## config.mk

```make
export PLATFORM = sky130hd
export DESIGN_NAME = sdram_mrs_sequencer
export DESIGN_NICKNAME = d
export VERILOG_FILES = /design/src/rtl/mrs_seq_pkg.sv /design/src/rtl/mrs_lp_reg.sv /design/src/rtl/mrs_std_reg.sv /design/src/rtl/mrs_stage_fsm.sv /design/src/rtl/mrs_cmd_drive.sv /design/src/rtl/sdram_mrs_sequencer.sv
export SDC_FILE = /design/constraint.sdc
export NUM_CORES = 1
export LEC_CHECK = 0
export BUFFER_PORTS_ARGS = -buffer_cell sky130_fd_sc_hd__buf_2
export CELL_PAD_IN_SITES_DETAIL_PLACEMENT = 1
export CELL_PAD_IN_SITES_GLOBAL_PLACEMENT = 1
export CORE_MARGIN = 4
export CORE_UTILIZATION = 30
export DETAILED_ROUTE_END_ITERATION = 16
export HOLD_SLACK_MARGIN = 0.15
export PLACE_DENSITY = 0.74
export SYNTH_ARGS = -nofsm -noshare
export SYNTH_HDL_FRONTEND = slang
export SYNTH_SLANG_ARGS = --single-unit
```

## constraint.sdc

```tcl
create_clock -name clk -period 4.2 [get_ports clk]
set_input_delay 0.84 -clock clk [delete_from_list [all_inputs] [get_ports clk]]
set_output_delay 0.84 -clock clk [all_outputs]
set_load 0.02 [all_outputs]
```

## src/rtl/mrs_seq_pkg.sv

```systemverilog
package mrs_seq_pkg;

  // Register layout (fixed: the SDRAM decodes these fields)
  localparam int REG_W   = 32;
  localparam int ADDR_W  = 15;
  localparam int NPART   = 4;
  localparam int EN_LSB  = 16;
  localparam logic [REG_W-1:0] LP_KEEP_MASK = 32'h000F_7FFF;
  localparam logic [2:0] BURST_FOUR = 3'b010;

  typedef enum logic [1:0] {
    S_IDLE = 2'd0,
    S_ST1  = 2'd1,
    S_GAP  = 2'd2,
    S_ST2  = 2'd3
  } seq_st_e;

  // Low-power value as stored: unused bits cleared
  function automatic logic [REG_W-1:0] lp_keep(input logic [REG_W-1:0] w);
    return w & LP_KEEP_MASK;
  endfunction

  // Standard register as read: writable bytes plus fixed and mirrored fields
  function automatic logic [REG_W-1:0] std_view(input logic [7:0] q0,
                                               input logic [7:0] q2,
                                               input logic [2:0] cl0,
                                               input logic [2:0] cl2);
    return {1'b0, q2, cl2, 1'b0, BURST_FOUR, 1'b0, q0, cl0, 1'b0, BURST_FOUR};
  endfunction

endpackage

```

## src/rtl/mrs_lp_reg.sv

```systemverilog
module mrs_lp_reg
  import mrs_seq_pkg::*;
(
  input  logic             clk,
  input  logic             rst_n,
  input  logic             wr,
  input  logic [REG_W-1:0] wdata,
  input  logic             busy,
  input  logic             take,
  output logic [REG_W-1:0] lp_q,
  output logic             pend
);

  logic [REG_W-1:0] held_q;
  logic             pend_q;

  always_ff @(posedge clk) begin
    if (!rst_n) begin
      lp_q   <= '0;
      held_q <= '0;
      pend_q <= 1'b0;
    end else begin
      if (take) begin
        lp_q   <= held_q;
        pend_q <= 1'b0;
      end
      if (wr && !busy) begin
        lp_q <= lp_keep(wdata);
      end else if (wr) begin
        held_q <= lp_keep(wdata);
        pend_q <= 1'b1;
      end
    end
  end

  assign pend = pend_q;


  pend_busy_chk: assert property (@(posedge clk) disable iff (!rst_n)
    pend_q |-> busy);

endmodule

```

## src/rtl/mrs_std_reg.sv

```systemverilog
module mrs_std_reg
  import mrs_seq_pkg::*;
(
  input  logic             clk,
  input  logic             rst_n,
  input  logic             wr,
  input  logic [7:0]       wq0,
  input  logic [7:0]       wq2,
  input  logic [2:0]       cl0,
  input  logic [2:0]       cl2,
  output logic [REG_W-1:0] rdata
);

  logic [7:0] q0_q, q2_q;

  always_ff @(posedge clk) begin
    if (!rst_n) begin
      q0_q <= '0;
      q2_q <= '0;
    end else if (wr) begin
      q0_q <= wq0;
      q2_q <= wq2;
    end
  end

  assign rdata = std_view(q0_q, q2_q, cl0, cl2);

endmodule

```

## src/rtl/mrs_stage_fsm.sv

```systemverilog
module mrs_stage_fsm
  import mrs_seq_pkg::*;
#(
  parameter int GAP_W   = 4,
  parameter int MIN_MRD = 2
) (
  input  logic             clk,
  input  logic             rst_n,
  input  logic             lp_wr,
  input  logic             pend,
  input  logic [GAP_W-1:0] mrd_gap,
  output logic             busy,
  output logic             st1_cmd,
  output logic             st2_cmd,
  output logic             take_pend
);

  localparam logic [GAP_W-1:0] MIN_G = GAP_W'(MIN_MRD);

  function automatic logic [GAP_W-1:0] gap_len(input logic [GAP_W-1:0] g);
    return (g < MIN_G) ? MIN_G : g;
  endfunction

  seq_st_e          st_q, st_d;
  logic [GAP_W-1:0] cnt_q, cnt_d;
  logic             second_q, second_d;
  logic             gap_done;

  assign gap_done = (cnt_q == '0);

  always_comb begin
    st_d      = st_q;
    cnt_d     = cnt_q;
    second_d  = second_q;
    take_pend = 1'b0;
    case (st_q)
      S_IDLE: if (lp_wr) st_d = S_ST1;
      S_ST1: begin
        st_d     = S_GAP;
        cnt_d    = gap_len(mrd_gap) - 1'b1;
        second_d = 1'b1;
      end
      S_GAP: begin
        if (gap_done) begin
          if (second_q) begin
            st_d = S_ST2;
          end else begin
            st_d      = S_ST1;
            take_pend = 1'b1;
          end
        end else begin
          cnt_d = cnt_q - 1'b1;
        end
      end
      S_ST2: begin
        if (pend || lp_wr) begin
          st_d     = S_GAP;
          cnt_d    = gap_len(mrd_gap) - 1'b1;
          second_d = 1'b0;
        end else begin
          st_d = S_IDLE;
        end
      end
      default: st_d = S_IDLE;
    endcase
  end

  always_ff @(posedge clk) begin
    if (!rst_n) begin
      st_q     <= S_IDLE;
      cnt_q    <= '0;
      second_q <= 1'b0;
    end else begin
      st_q     <= st_d;
      cnt_q    <= cnt_d;
      second_q <= second_d;
    end
  end

  assign busy    = (st_q != S_IDLE);
  assign st1_cmd = (st_q == S_ST1);
  assign st2_cmd = (st_q == S_ST2);


  st1_gap_chk: assert property (@(posedge clk) disable iff (!rst_n)
    (st_q == S_ST1) |=> (st_q == S_GAP));


  gap_bound_chk: assert property (@(posedge clk) disable iff (!rst_n)
    (st_q == S_GAP) |-> (cnt_q < MIN_G || cnt_q <= gap_len(mrd_gap)));

endmodule

```

## src/rtl/mrs_cmd_drive.sv

```systemverilog
module mrs_cmd_drive
  import mrs_seq_pkg::*;
(
  input  logic              st1_cmd,
  input  logic              st2_cmd,
  input  logic [ADDR_W-1:0] val,
  input  logic [NPART-1:0]  part_en,
  input  logic [NPART-1:0]  bank_en,
  output logic [ADDR_W-1:0] ma,
  output logic [NPART-1:0]  cs_n,
  output logic              ras_n,
  output logic              cas_n,
  output logic              we_n
);

  logic cmd;
  assign cmd = st1_cmd | st2_cmd;

  for (genvar p = 0; p < NPART; p++) begin : g_cs
    logic stage_hit;
    if (p < NPART/2) begin : g_pair0
      assign stage_hit = st1_cmd;
    end else begin : g_pair1
      assign stage_hit = st2_cmd;
    end
    assign cs_n[p] = ~(stage_hit & bank_en[p] & part_en[p]);
  end

  assign ma    = cmd ? val : '0;
  assign ras_n = ~cmd;
  assign cas_n = ~cmd;
  assign we_n  = ~cmd;

endmodule

```

## src/rtl/sdram_mrs_sequencer.sv

```systemverilog
module sdram_mrs_sequencer
  import mrs_seq_pkg::*;
#(
  parameter int GAP_W   = 4,
  parameter int MIN_MRD = 2
) (
  input  logic              clk,
  input  logic              rst_n,
  input  logic              reg_wr,
  input  logic              reg_sel,
  input  logic [REG_W-1:0]  reg_wdata,
  output logic [REG_W-1:0]  reg_rdata,
  input  logic [NPART-1:0]  bank_en,
  input  logic [2:0]        cl_cat0,
  input  logic [2:0]        cl_cat2,
  input  logic [GAP_W-1:0]  mrd_gap,
  output logic              busy,
  output logic [ADDR_W-1:0] ma,
  output logic [NPART-1:0]  cs_n,
  output logic              ras_n,
  output logic              cas_n,
  output logic              we_n
);

  logic             lp_wr, std_wr;
  logic [REG_W-1:0] lp_q, std_q;
  logic             pend, take_pend, st1_cmd, st2_cmd;

  assign lp_wr  = reg_wr & ~reg_sel;
  assign std_wr = reg_wr &  reg_sel;

  mrs_stage_fsm #(.GAP_W(GAP_W), .MIN_MRD(MIN_MRD)) u_fsm (
    .clk(clk), .rst_n(rst_n), .lp_wr(lp_wr), .pend(pend), .mrd_gap(mrd_gap),
    .busy(busy), .st1_cmd(st1_cmd), .st2_cmd(st2_cmd), .take_pend(take_pend)
  );

  mrs_lp_reg u_lp (
    .clk(clk), .rst_n(rst_n), .wr(lp_wr), .wdata(reg_wdata), .busy(busy),
    .take(take_pend), .lp_q(lp_q), .pend(pend)
  );

  mrs_std_reg u_std (
    .clk(clk), .rst_n(rst_n), .wr(std_wr),
    .wq0(reg_wdata[14:7]), .wq2(reg_wdata[30:23]),
    .cl0(cl_cat0), .cl2(cl_cat2), .rdata(std_q)
  );

  mrs_cmd_drive u_drv (
    .st1_cmd(st1_cmd), .st2_cmd(st2_cmd), .val(lp_q[ADDR_W-1:0]),
    .part_en(lp_q[EN_LSB +: NPART]), .bank_en(bank_en),
    .ma(ma), .cs_n(cs_n), .ras_n(ras_n), .cas_n(cas_n), .we_n(we_n)
  );

  assign reg_rdata = reg_sel ? std_q : lp_q;


  busy_start_chk: assert property (@(posedge clk) disable iff (!rst_n)
    $rose(busy) |-> (!ras_n && !cas_n && !we_n));


  cmd_pulse_chk: assert property (@(posedge clk) disable iff (!rst_n)
    !ras_n |=> ras_n);


  cs_qual_chk: assert property (@(posedge clk) disable iff (!rst_n)
    (cs_n != {NPART{1'b1}}) |-> (!ras_n && busy));


  pair_split_chk: assert property (@(posedge clk) disable iff (!rst_n)
    (cs_n[1:0] != 2'b11) |-> (cs_n[3:2] == 2'b11));

endmodule

```

# Word-level counts from Yosys, hierarchy flattened
# Cells that the tools add are included.
[word_totals] ff_bits=62 inputBits=50 out_inout_bits=55 wordCells=70
[op_classes] addsub=2 magnitude_cmp=1 n_eq_ne=7 n_mux=21 bitwise_logic=18 reduce_logical=13
[op_table] cell="$mux W20" n=2
[op_table] cell="$mux W31" n=1
[op_table] cell="$mux W15" n=1
[op_table] cell="$mux W4" n=3
[op_table] cell="$pmux W4 S3" n=1
[op_table] cell="$and A1 B1 Y1" n=10
[op_table] cell="$mux W2" n=4
[op_table] cell="$pmux W2 S4" n=1
[op_table] cell="$sub A4 B1 Y4 const B" n=2
[op_table] cell="$mux W1" n=7
[op_table] cell="$not A1 Y1" n=7
[op_table] cell="$reduce_and A2 Y1" n=3
[op_table] cell="$reduce_bool A2 Y1" n=3
[op_table] cell="$eq A2 B2 Y1 const B" n=2
[op_table] cell="$logic_not A4 Y1" n=1
[op_table] cell="$lt A4 B2 Y1 const B" n=1
[op_table] cell="$ne A2 B1 Y1 const B" n=2
[op_table] cell="$ne A2 B2 Y1 const B" n=2
[op_table] cell="$reduce_and A3 Y1" n=1
[op_table] cell="$reduce_bool A3 Y1" n=1
[op_table] cell="$eq A2 B1 Y1 const B" n=1
[op_table] cell="$logic_not A2 Y1" n=1
[op_table] cell="$pmux W1 S2" n=1
[op_table] cell="$logic_and A1 B1 Y1" n=1
[op_table] cell="3 further kinds" n=3

# Logic depth before layout (Yosys ltp)
# Gate-level depths: netlist of run 1.
[depth] ltp_word=6 mapped_depth=9 depth_no_buf=7

# Cells and area by module
# A second synthesis of run 1 with hierarchy kept.
[unflattened] cells_unflattened=376 area_unflattened_um2=3856.2
[modules_own_cells] mod="mrs_lp_reg" instances=1 cells_each=192 area_per_inst_um2=1930.6 seq_area_each_um2=780.7
[modules_own_cells] mod="mrs_std_reg" instances=1 cells_each=69 area_per_inst_um2=743.2 seq_area_each_um2=320.3
[modules_own_cells] mod="sdram_mrs_sequencer" instances=1 cells_each=38 area_per_inst_um2=544.3 seq_area_each_um2=0.0
[modules_own_cells] mod="mrs_stage_fsm" instances=1 cells_each=51 area_per_inst_um2=441.7 seq_area_each_um2=140.1
[modules_own_cells] mod="mrs_cmd_drive" instances=1 cells_each=26 area_per_inst_um2=196.4 seq_area_each_um2=0.0

# Worst setup path after synthesis of run 1
# No wires, ideal clock.
[synth_path] kind="input port to output port" from="input reg_sel" to="output reg_rdata[14]" arrival_ns=1.494 path_slack_ns=1.866 cell_stages=2 cell_sequence="clkbuf_1 mux2_2"
[synth_between] elab_chain_cells=1
[synth_rtl] item="start: declaration" line_no="sdram_mrs_sequencer.sv:10" source="input logic reg_sel,"
[synth_rtl] item="$mux W31" line_no="sdram_mrs_sequencer.sv:54" source="assign reg_rdata = reg_sel ? std_q : lp_q;"
[synth_rtl] item="end: declaration" line_no="sdram_mrs_sequencer.sv:12" source="output logic [REG_W-1:0] reg_rdata,"
# No other way between the ends.

# Worst setup path in the final report of run 1
[layout_path] from="register u_fsm.st_q[0]" to="output cs_n[1]"
[layout_between] elab_chain_cells=4
[layout_rtl] item="start: declaration" line_no="mrs_stage_fsm.sv:24" source="seq_st_e st_q, st_d;"
[layout_rtl] item="start signal: assignment" line_no="mrs_stage_fsm.sv:74" source="st_q <= st_d;"
[layout_rtl] item="$eq A2 B1 Y1" line_no="mrs_stage_fsm.sv:81" source="assign st1_cmd = (st_q == S_ST1);"
[layout_rtl] item="$and A1 B1 Y1 (2 in series)" line_no="mrs_cmd_drive.sv:26" source="assign cs_n[p] = ~(stage_hit & bank_en[p] & part_en[p]);"
[layout_rtl] item="$not A1 Y1" line_no="mrs_cmd_drive.sv:26"
[layout_rtl] item="end: declaration" line_no="sdram_mrs_sequencer.sv:19" source="output logic [NPART-1:0] cs_n,"
# No other way between the ends.

==> flow_summary.toml, run 1 <==
[placed_design]
hpwlAfterDp_mm = 6.07
routabilityCongestion = 0.734
port_buffers = 97
placed_cells = 578

[detailed_routing]
drc_errors = 0
first_pass_iters = 4
post_drt_wl_per_cell_um = 15.3
vias = 2876
ant_nets = 0
vias_per_cell = 4.84
drt_iter0_drc = 73
wirelength_mm = 9.08

[worst_setup_path]
worstSetupPathType = "reg2out"
worst-path-max-fanout = 24
arrival_ns = 2.26
cp.required_ns = 3.36
endpoint_kind = "primary output"
cp_slowest_cell = "dfxtp_1"
path_cells = "inv_1 -> nor2_1 -> nand3_1 -> buf_2"
crit_path_start_kind = "flip-flop"
cp_slowest_stage_delay_ns = 0.95

[logic_synthesis]
synth_area_per_cell_um2 = 8.06
yosys.area.top_type = "dfxtp_1"
synth_edf_count = 0
synth_common_cells = "nand2_1 (111), dfxtp_1 (62), and2_1 (28), a21boi_0 (27), o21ai_0 (25)"
ys_seq_area_share_pct = 40.9
syn_area_mm2 = 0.00303
synth_top_area_share_pct = 40.9
synth_cells = 376
yosysMostFrequentCell = "nand2_1"
synth_ff_type = "dfxtp_1"
netlist_top_cells_area = "dfxtp_1 (41%), nand2_1 (14%), a21boi_0 (6.7%)"
ys_async_sr_fraction_pct = 0
ys_warn_count = 0
yosysUniqueCellTypes = 43
synth_seq_cells = 62

[flow_run]
drv_cap = 0

[grt]
grt_max_degree = 63
grt_pass1_vias = 2949
grtUsageTotal_pct = 15.8
grt-ovfl-total = 0
grt_pass1_wl_mm = 14.7
antenna_found_initial = 0

[power_and_ir_drop]
power_density_mw_per_mm2 = 377
p_total_w = 0.00141
p_leak_nw = 1.53
swShare_pct = 28.6
p_comb_share_pct = 15.3
p_sw_w = 0.000404
p_seq_share_pct = 46.0
p_int_w = 0.00101
power.share.clock_pct = 38.7
ir_drop_uv = 137

[floorplan]
dieArea_mm2 = 0.0118
start_util_pct = 30.9
ioPinCount = 105
die_x_um = 109
chipHeight_um = 109
core_mm2 = 0.00982
rows = 36

[clock_tree]
ctsHoldBuffers = 0
cts_made_buffers = 9
cts.clk_slew.worst_paths_ns = 0.07
cts_tree = "built"
cts.sinks = 62
clock_latency_ns = 0.33
cts_resized = 0
cts.htree.levels = 3
post-cts-setup-buffers = 0
clock_path_buffers = 2
clockRootBuffer = "clkbuf_8"

[timing]
period_share_pct = 73.8
min_period_ns = 3.10
tightest_slew_ns = 1.00
finalSetupTns_ns = 0
timing.hold.ws_ns = 0.456
slew_headroom_pct = 33.3
hold_violations = 0
rsz0062_at_grt = "false"
fin_skew_ns = 0.00859
fmax_mhz = 323
slew_viol_final = 0
setup_viol = 0

[final_layout]
fin_util_pct = 38.2
filler_cell_count = 1231
area_growth_pct = 23.7
diodes = 0
drive_above_1_share_pct = 29.9
layoutNonFillerInstCount = 594
finalNetCount = 507

[hold_path]
hold_class = "reg2reg"

[outcome]
status = "finished clean"
==> area by class of cell <==
| type | instances | area, µm² | area share, % |
|---|---|---|---|
| Inverter | 4 | 15.0 | 0.400 |
| Multi-Input combinational cell | 281 | 1630 | 43.3 |
| Timing Repair Buffer | 98 | 493 | 13.1 |
| Clock inverter | 5 | 57.6 | 1.53 |
| Clock buffer | 11 | 151 | 4.04 |
| Sequential cell | 62 | 1240 | 33.1 |
| Tap cell | 133 | 166 | 4.44 |
==> worst paths after layout <==
kind / from / end / slack (ns) / depth (start not counted)
max: u_fsm.st_q[0] / cs_n[1] / 1.10 / 4
min: u_std.q0_q[1] / u_std.q0_q[1] / 0.46 / 2
max reg2reg: u_fsm.st_q[0] / u_fsm.cnt_q[2] / 1.71 / 7
min reg2reg: u_std.q0_q[1] / u_std.q0_q[1] / 0.46 / 2
==> cell usage in the layout (no fill, tap or decap), drive strengths merged, types with 4 or more instances in the layout <==
cell type and n:
nand2 112, nor2b 8, mux2 11, dfxtp 62
a21boi 37, and2 29, inv 4, clkbuf 11
nor2 6, o21ai 26, a31oi 21, buf 98
==> critical path: cells and delay by family, from the launching register on <==
family                 cells  cell delay (ns)
flip-flops                 1             0.95
buffers and inverters      2             0.52
AND/OR/NAND/NOR            2             0.47
==> logic make-up after synthesis <==
family	after synthesis	share of synthesized area (%)
AO/OA/AOI/OAI	95	21.8
XOR/XNOR	1	0.289
adder cells (fa/ha/maj)	1	0.413
buffers and inverters	34	5.70
flip-flops	62	40.9
multiplexers	11	4.09
other	1	0.124
AND/OR/NAND/NOR	171	26.6
==> power groups by stage <==
stage | combinational (W) | clock (W) | sequential, W
global placement | 0.000212 | 0 | 0.000663
detailed placement | 0.000218 | 0 | 0.000664
global route | 0.000239 | 0.000598 | 0.000656
finish | 0.000216 | 0.000546 | 0.000651
CTS | 0.000219 | 0.000564 | 0.000651
floorplan | 0.000154 | 0 | 0.000650
==> flip-flops by register name (all words and copies together), names as in the netlist <==
register / cells
u_fsm.cnt_q: 4
u_fsm.second_q: 1
u_fsm.st_q: 2
u_lp.held_q: 19
u_lp.lp_q: 19
u_lp.pend: 1
u_std.q0_q: 8
u_std.q2_q: 8
==> layer usage <==
metal	vias to the layer above	wire length [µm]	share of wire [%]	GRT usage, %
met5	-	0	0	0
met4	0	119	1.3	4.69
met3	9	359	4.0	3.10
met2	61	4690	52	28.6
met1	1392	3910	43	18.8
li1	1414	-	-	-
==> stage by stage <==
stage | setup WS (ns) | instance area, µm²
after floorplan | 1.87 | 3040
after global placement | 1.39 | 3540
after detailed placement | 1.38 | 3540
after CTS | 1.08 | 3750
after global routing | 0.976 | 3750
final | 1.10 | 3750
(Power assumes the default switching activity.)
==> run 2: changes to the inputs <==
==> constraint.sdc (replaced) <==
create_clock -name clk -period 2.9 [get_ports clk]
set_input_delay 0.58 -clock clk [delete_from_list [all_inputs] [get_ports clk]]
set_output_delay 0.58 -clock clk [all_outputs]
set_load 0.02 [all_outputs]
==> flow_summary.toml, run 2 (synthesis gave the netlist of run 1 again) <==
[final_layout]
multi_input_area_mm2 = 0.00163
final_common_cell = "nand2_1"
finalNetCount = 514
drive_above_1_share_pct = 31.0
area_growth_pct = 25.8
diodes = 0
register_area_mm2 = 0.00124
filler_cell_count = 1253
reg_top3 = "u_lp.held_q: 19 flops, u_lp.lp_q: 19 flops"
final_cell_mix = "nand2_1 (111), buf_2 (97), dfxtp_1 (62)"

[flow_run]
drv_cap = 0

[timing]
slew_viol_final = 0
fmax_mhz = 432
slew_headroom_pct = 38.3
fin_skew_ns = 0.00991
timing.hold.ws_ns = 0.452
finalSetupTns_ns = 0
rsz0062_at_grt = "false"
hold_violations = 0
tightest_slew_ns = 0.925
period_share_pct = 79.9
setup_viol = 0
min_period_ns = 2.32

[clock_tree]
clock_path_buffers = 2
clock_latency_ns = 0.33
post-cts-setup-buffers = 0
cts.htree.levels = 3
cts_tree = "built"
cts.sinks = 62
ctsHoldBuffers = 0
cts.clk_slew.worst_paths_ns = 0.07
clockRootBuffer = "clkbuf_8"
cts_resized = 0
cts_made_buffers = 9

[grt]
antenna_found_initial = 0
grt_pass1_vias = 2969
grt_pass1_wl_mm = 14.9
use_met2_pct = 29.1
use_met1_pct = 18.8
grt-ovfl-total = 0
grt_max_degree = 57
grt_use_met3_pct = 3.94
busiest_layer = "met2"
grtUsageTotal_pct = 16.1

[outcome]
status = "finished clean"

[power_and_ir_drop]
power_density_mw_per_mm2 = 546
p_leak_nw = 1.58
ir_drop_uv = 271

[floorplan]
dieArea_mm2 = 0.0118
start_util_pct = 30.9
chipHeight_um = 109
core_mm2 = 0.00982
die_x_um = 109
rows = 36
ioPinCount = 105

[hold_path]
hold_class = "reg2reg"
whs_path_depth = 2
worstHoldStart = "u_lp.held_q[11]"
hold_end = "u_lp.held_q[11]"

[detailed_routing]
post_drt_wl_per_cell_um = 15.2
ant_nets = 0
wirelength_mm = 9.13
drc_errors = 0
first_pass_iters = 4
vias = 2900
drt_iter0_drc = 126
vias_per_cell = 4.83

[worst_setup_path]
reg2reg_slack_ns = 0.85
reg2reg_depth = 7
r2r-end = "u_fsm.cnt_q[2]"
arrival_ns = 1.74
r2r-start = "u_fsm.st_q[0]"
crit_path_start_kind = "flip-flop"
endpoint_kind = "primary output"
worst-path-max-fanout = 13
cp.required_ns = 2.32
worstSetupPathType = "reg2out"

[placed_design]
hpwlAfterDp_mm = 6.53
routabilityCongestion = 0.738
port_buffers = 97
## run 2: how the worst max path moves through the flow
stage / slack, ns / to / cells past startpoint / startpoint
floorplan: 1.05 / u_fsm.cnt_q[2] / 6 / mrd_gap[3]
global placement: 0.71 / reg_rdata[8] / 3 / reg_sel
detailed placement: 0.70 / reg_rdata[8] / 3 / reg_sel
CTS: 0.54 / cs_n[0] / 4 / u_fsm.st_q[0]
global route: 0.48 / cs_n[0] / 4 / u_fsm.st_q[0]
finish: 0.58 / cs_n[0] / 4 / u_fsm.st_q[0]
## run 2: per-layer routing
metal / part of all wire, % / routed length [µm]
met5: 0 / 0
met4: 1.7 / 152
met1: 43 / 3900
met3: 3.6 / 326
met2: 52 / 4750
## run 2: layout make-up
type	instances	share of cell area, %
inverter	4	0.394
clock inverter	3	1.05
tap	133	4.36
clock buffer	13	4.69
multi-input combinational	281	42.6
sequential	62	32.6
timing repair buffer	105	14.3
## run 2: power breakdown
group	total, W	switching [W]	internal, W	leakage, nW
logic	0.000324	0.000196	0.000127	0.958
registers	0.000939	0.0000394	0.000899	0.506
clock network	0.000818	0.000330	0.000488	0.115
## run 2: critical path, stage by stage, from the launching register on
cell and delay, ns:
dfxtp_1 0.59, inv_1 0.22, nor2_1 0.28, nand3_1 0.13
buf_2 0.18
## run 2: metrics by stage
step	total power [W]	setup slack (ns)	area (µm²)	util, %	std cells
global route	0.00219	0.478	3810	38.8	601
finish	0.00208	0.584	3810	38.8	601
CTS	0.00211	0.540	3810	38.8	601
global placement	0.00128	0.713	3590	36.6	585
floorplan	0.00116	1.05	3040	-	377
detailed placement	0.00129	0.696	3590	36.6	585
==> run 3: changes to the inputs <==
==> constraint.sdc (replaced) <==
create_clock -name clk -period 2.2 [get_ports clk]
set_input_delay 0.44 -clock clk [delete_from_list [all_inputs] [get_ports clk]]
set_output_delay 0.44 -clock clk [all_outputs]
set_load 0.02 [all_outputs]
==> flow_summary.toml, run 3 (synthesis gave the netlist of run 1 again) <==
[timing]
tightest_slew_ns = 0.528
period_share_pct = 92.0
slew_headroom_pct = 64.8
worst_slack_ns = 0.176
fmax_mhz = 494
min_period_ns = 2.02
fin_skew_ns = 0.00446
rsz0062_at_grt = "false"
hold_violations = 0
slew_viol_final = 0
setup_viol = 0
finalSetupTns_ns = 0

[final_layout]
reg_top3 = "u_lp.held_q: 19 flops, u_lp.lp_q: 19 flops"
area_growth_pct = 26.7
fin_area_mm2 = 0.00384
fin_util_pct = 39.1
final_cell_mix = "nand2_1 (111), buf_2 (97), dfxtp_1 (62)"
diodes = 0
filler_cell_count = 1282
drive_above_1_share_pct = 31.4
finalNetCount = 521
layoutNonFillerInstCount = 607
final_common_cell = "nand2_1"

[placed_design]
routabilityCongestion = 0.767
dpl-instance-area_mm2 = 0.00367
dp_slack_ns = 0.272
placed_cells = 592
port_buffers = 97
hpwlAfterDp_mm = 6.70

[hold_path]
worstHoldStart = "reg_wdata[23]"
whs_path_depth = 3
hold_end = "u_std.q2_q[0]"
hold_class = "in2reg"

[outcome]
status = "finished clean"

[detailed_routing]
route.met3.wl_um = 315
met2_length_mm = 4.76
post_drt_wl_per_cell_um = 15.3
wl_met1_mm = 4.04
vias_per_cell = 4.81
ant_nets = 0
vias = 2919
wirelength_mm = 9.27
first_pass_iters = 4
drc_errors = 0
drt_iter0_drc = 83
top_layer = "met4"

[worst_setup_path]
reg2reg_slack_ns = 0.44
r2r-start = "u_fsm.st_q[0]"
reg2reg_depth = 7
endpoint_kind = "primary output"
cp.required_ns = 1.76
worst-path-max-fanout = 14
crit_path_start_kind = "flip-flop"
arrival_ns = 1.58
worstSetupPathType = "reg2out"
r2r-end = "u_fsm.cnt_q[2]"

[floorplan]
die_x_um = 109
chipHeight_um = 109
core_mm2 = 0.00982
start_util_pct = 30.9
ioPinCount = 105
dieArea_mm2 = 0.0118
rows = 36

[grt]
grt_max_degree = 33
grt-ovfl-total = 0
grt_pass1_wl_mm = 15.2
antenna_found_initial = 0
grt_pass1_vias = 3111
grtUsageTotal_pct = 16.4

[power_and_ir_drop]
ir_drop_uv = 291
power_density_mw_per_mm2 = 667
p_leak_nw = 1.60

[clock_tree]
clock_latency_ns = 0.33
clock_path_buffers = 2
cts_tree = "built"
clockRootBuffer = "clkbuf_8"
cts.htree.levels = 3
cts_made_buffers = 9
cts.sinks = 62
ctsHoldBuffers = 0
cts.clk_slew.worst_paths_ns = 0.06

[flow_run]
drv_cap = 0
==> run 3: changes by cell type in the layout (fill, tap and decap cells not counted) <==
cell,delta
nor2_1,-1
bufinv_16,-1
clkinv_2,-1
nor2_2,+1
clkbuf_8,-2
clkbuf_1,+3
buf_12,+2
buf_4,+5
==> run 3: metal layers <==
metal	up-vias	track usage (%)
li1	1442	-
met1	1410	19.0
met2	55	30.0
met3	12	2.81
met4	0	6.04
met5	-	0
==> run 3: worst max path at each step <==
stage	startpoint	end	slack, ns	cells after the start
after floorplan	mrd_gap[3]	u_fsm.cnt_q[2]	0.49	6
after global routing	u_fsm.st_q[0]	cs_n[1]	0.06	5
after global placement	mrd_gap[2]	u_fsm.cnt_q[2]	0.31	7
after CTS	u_fsm.st_q[0]	cs_n[1]	0.07	5
final	u_fsm.st_q[0]	cs_n[1]	0.18	5
after detailed placement	mrd_gap[2]	u_fsm.cnt_q[2]	0.27	7
==> run 3: metrics by stage <==
step	hold slack, ns	power, W
6_report	0.356	0.00256
4_1_cts	0.336	0.00260
2_1_floorplan	0.432	0.00153
3_3_place_gp	0.438	0.00169
5_1_grt	0.355	0.00270
3_5_place_dp	0.447	0.00171
==> run 3: power by group <==
group | switching, W | internal [W]
combinational | 0.000271 | 0.000180
clock | 0.000414 | 0.000464
sequential | 0.0000455 | 0.00119
total | 0.000731 | 0.00183
==> run 3: critical path, cell delays in order (launching register included) <==
cell,delay (ns)
dfxtp_1,0.34
buf_4,0.24
inv_1,0.18
nor2_2,0.21
nand3_1,0.11
buf_2,0.17
==> run 3: final cells by class <==
| type | instances | area, µm² | share of cell area (%) |
|---|---|---|---|
| Clock inverter | 1 | 5.00 | 0.130 |
| Clock buffer | 14 | 163 | 4.23 |
| Timing Repair Buffer | 112 | 623 | 16.2 |
| Sequential cell | 62 | 1240 | 32.3 |
| Multi-Input combinational cell | 281 | 1630 | 42.4 |
| Inverter | 4 | 15.0 | 0.391 |
| Tap cell | 133 | 166 | 4.33 |
==> run 3: what timing repair did <==
item / 4_1_cts / 5_1_grt
setup buffers: 0 / 0
setup endpoints to repair: 0 / 1
resized for setup: 0 / 1
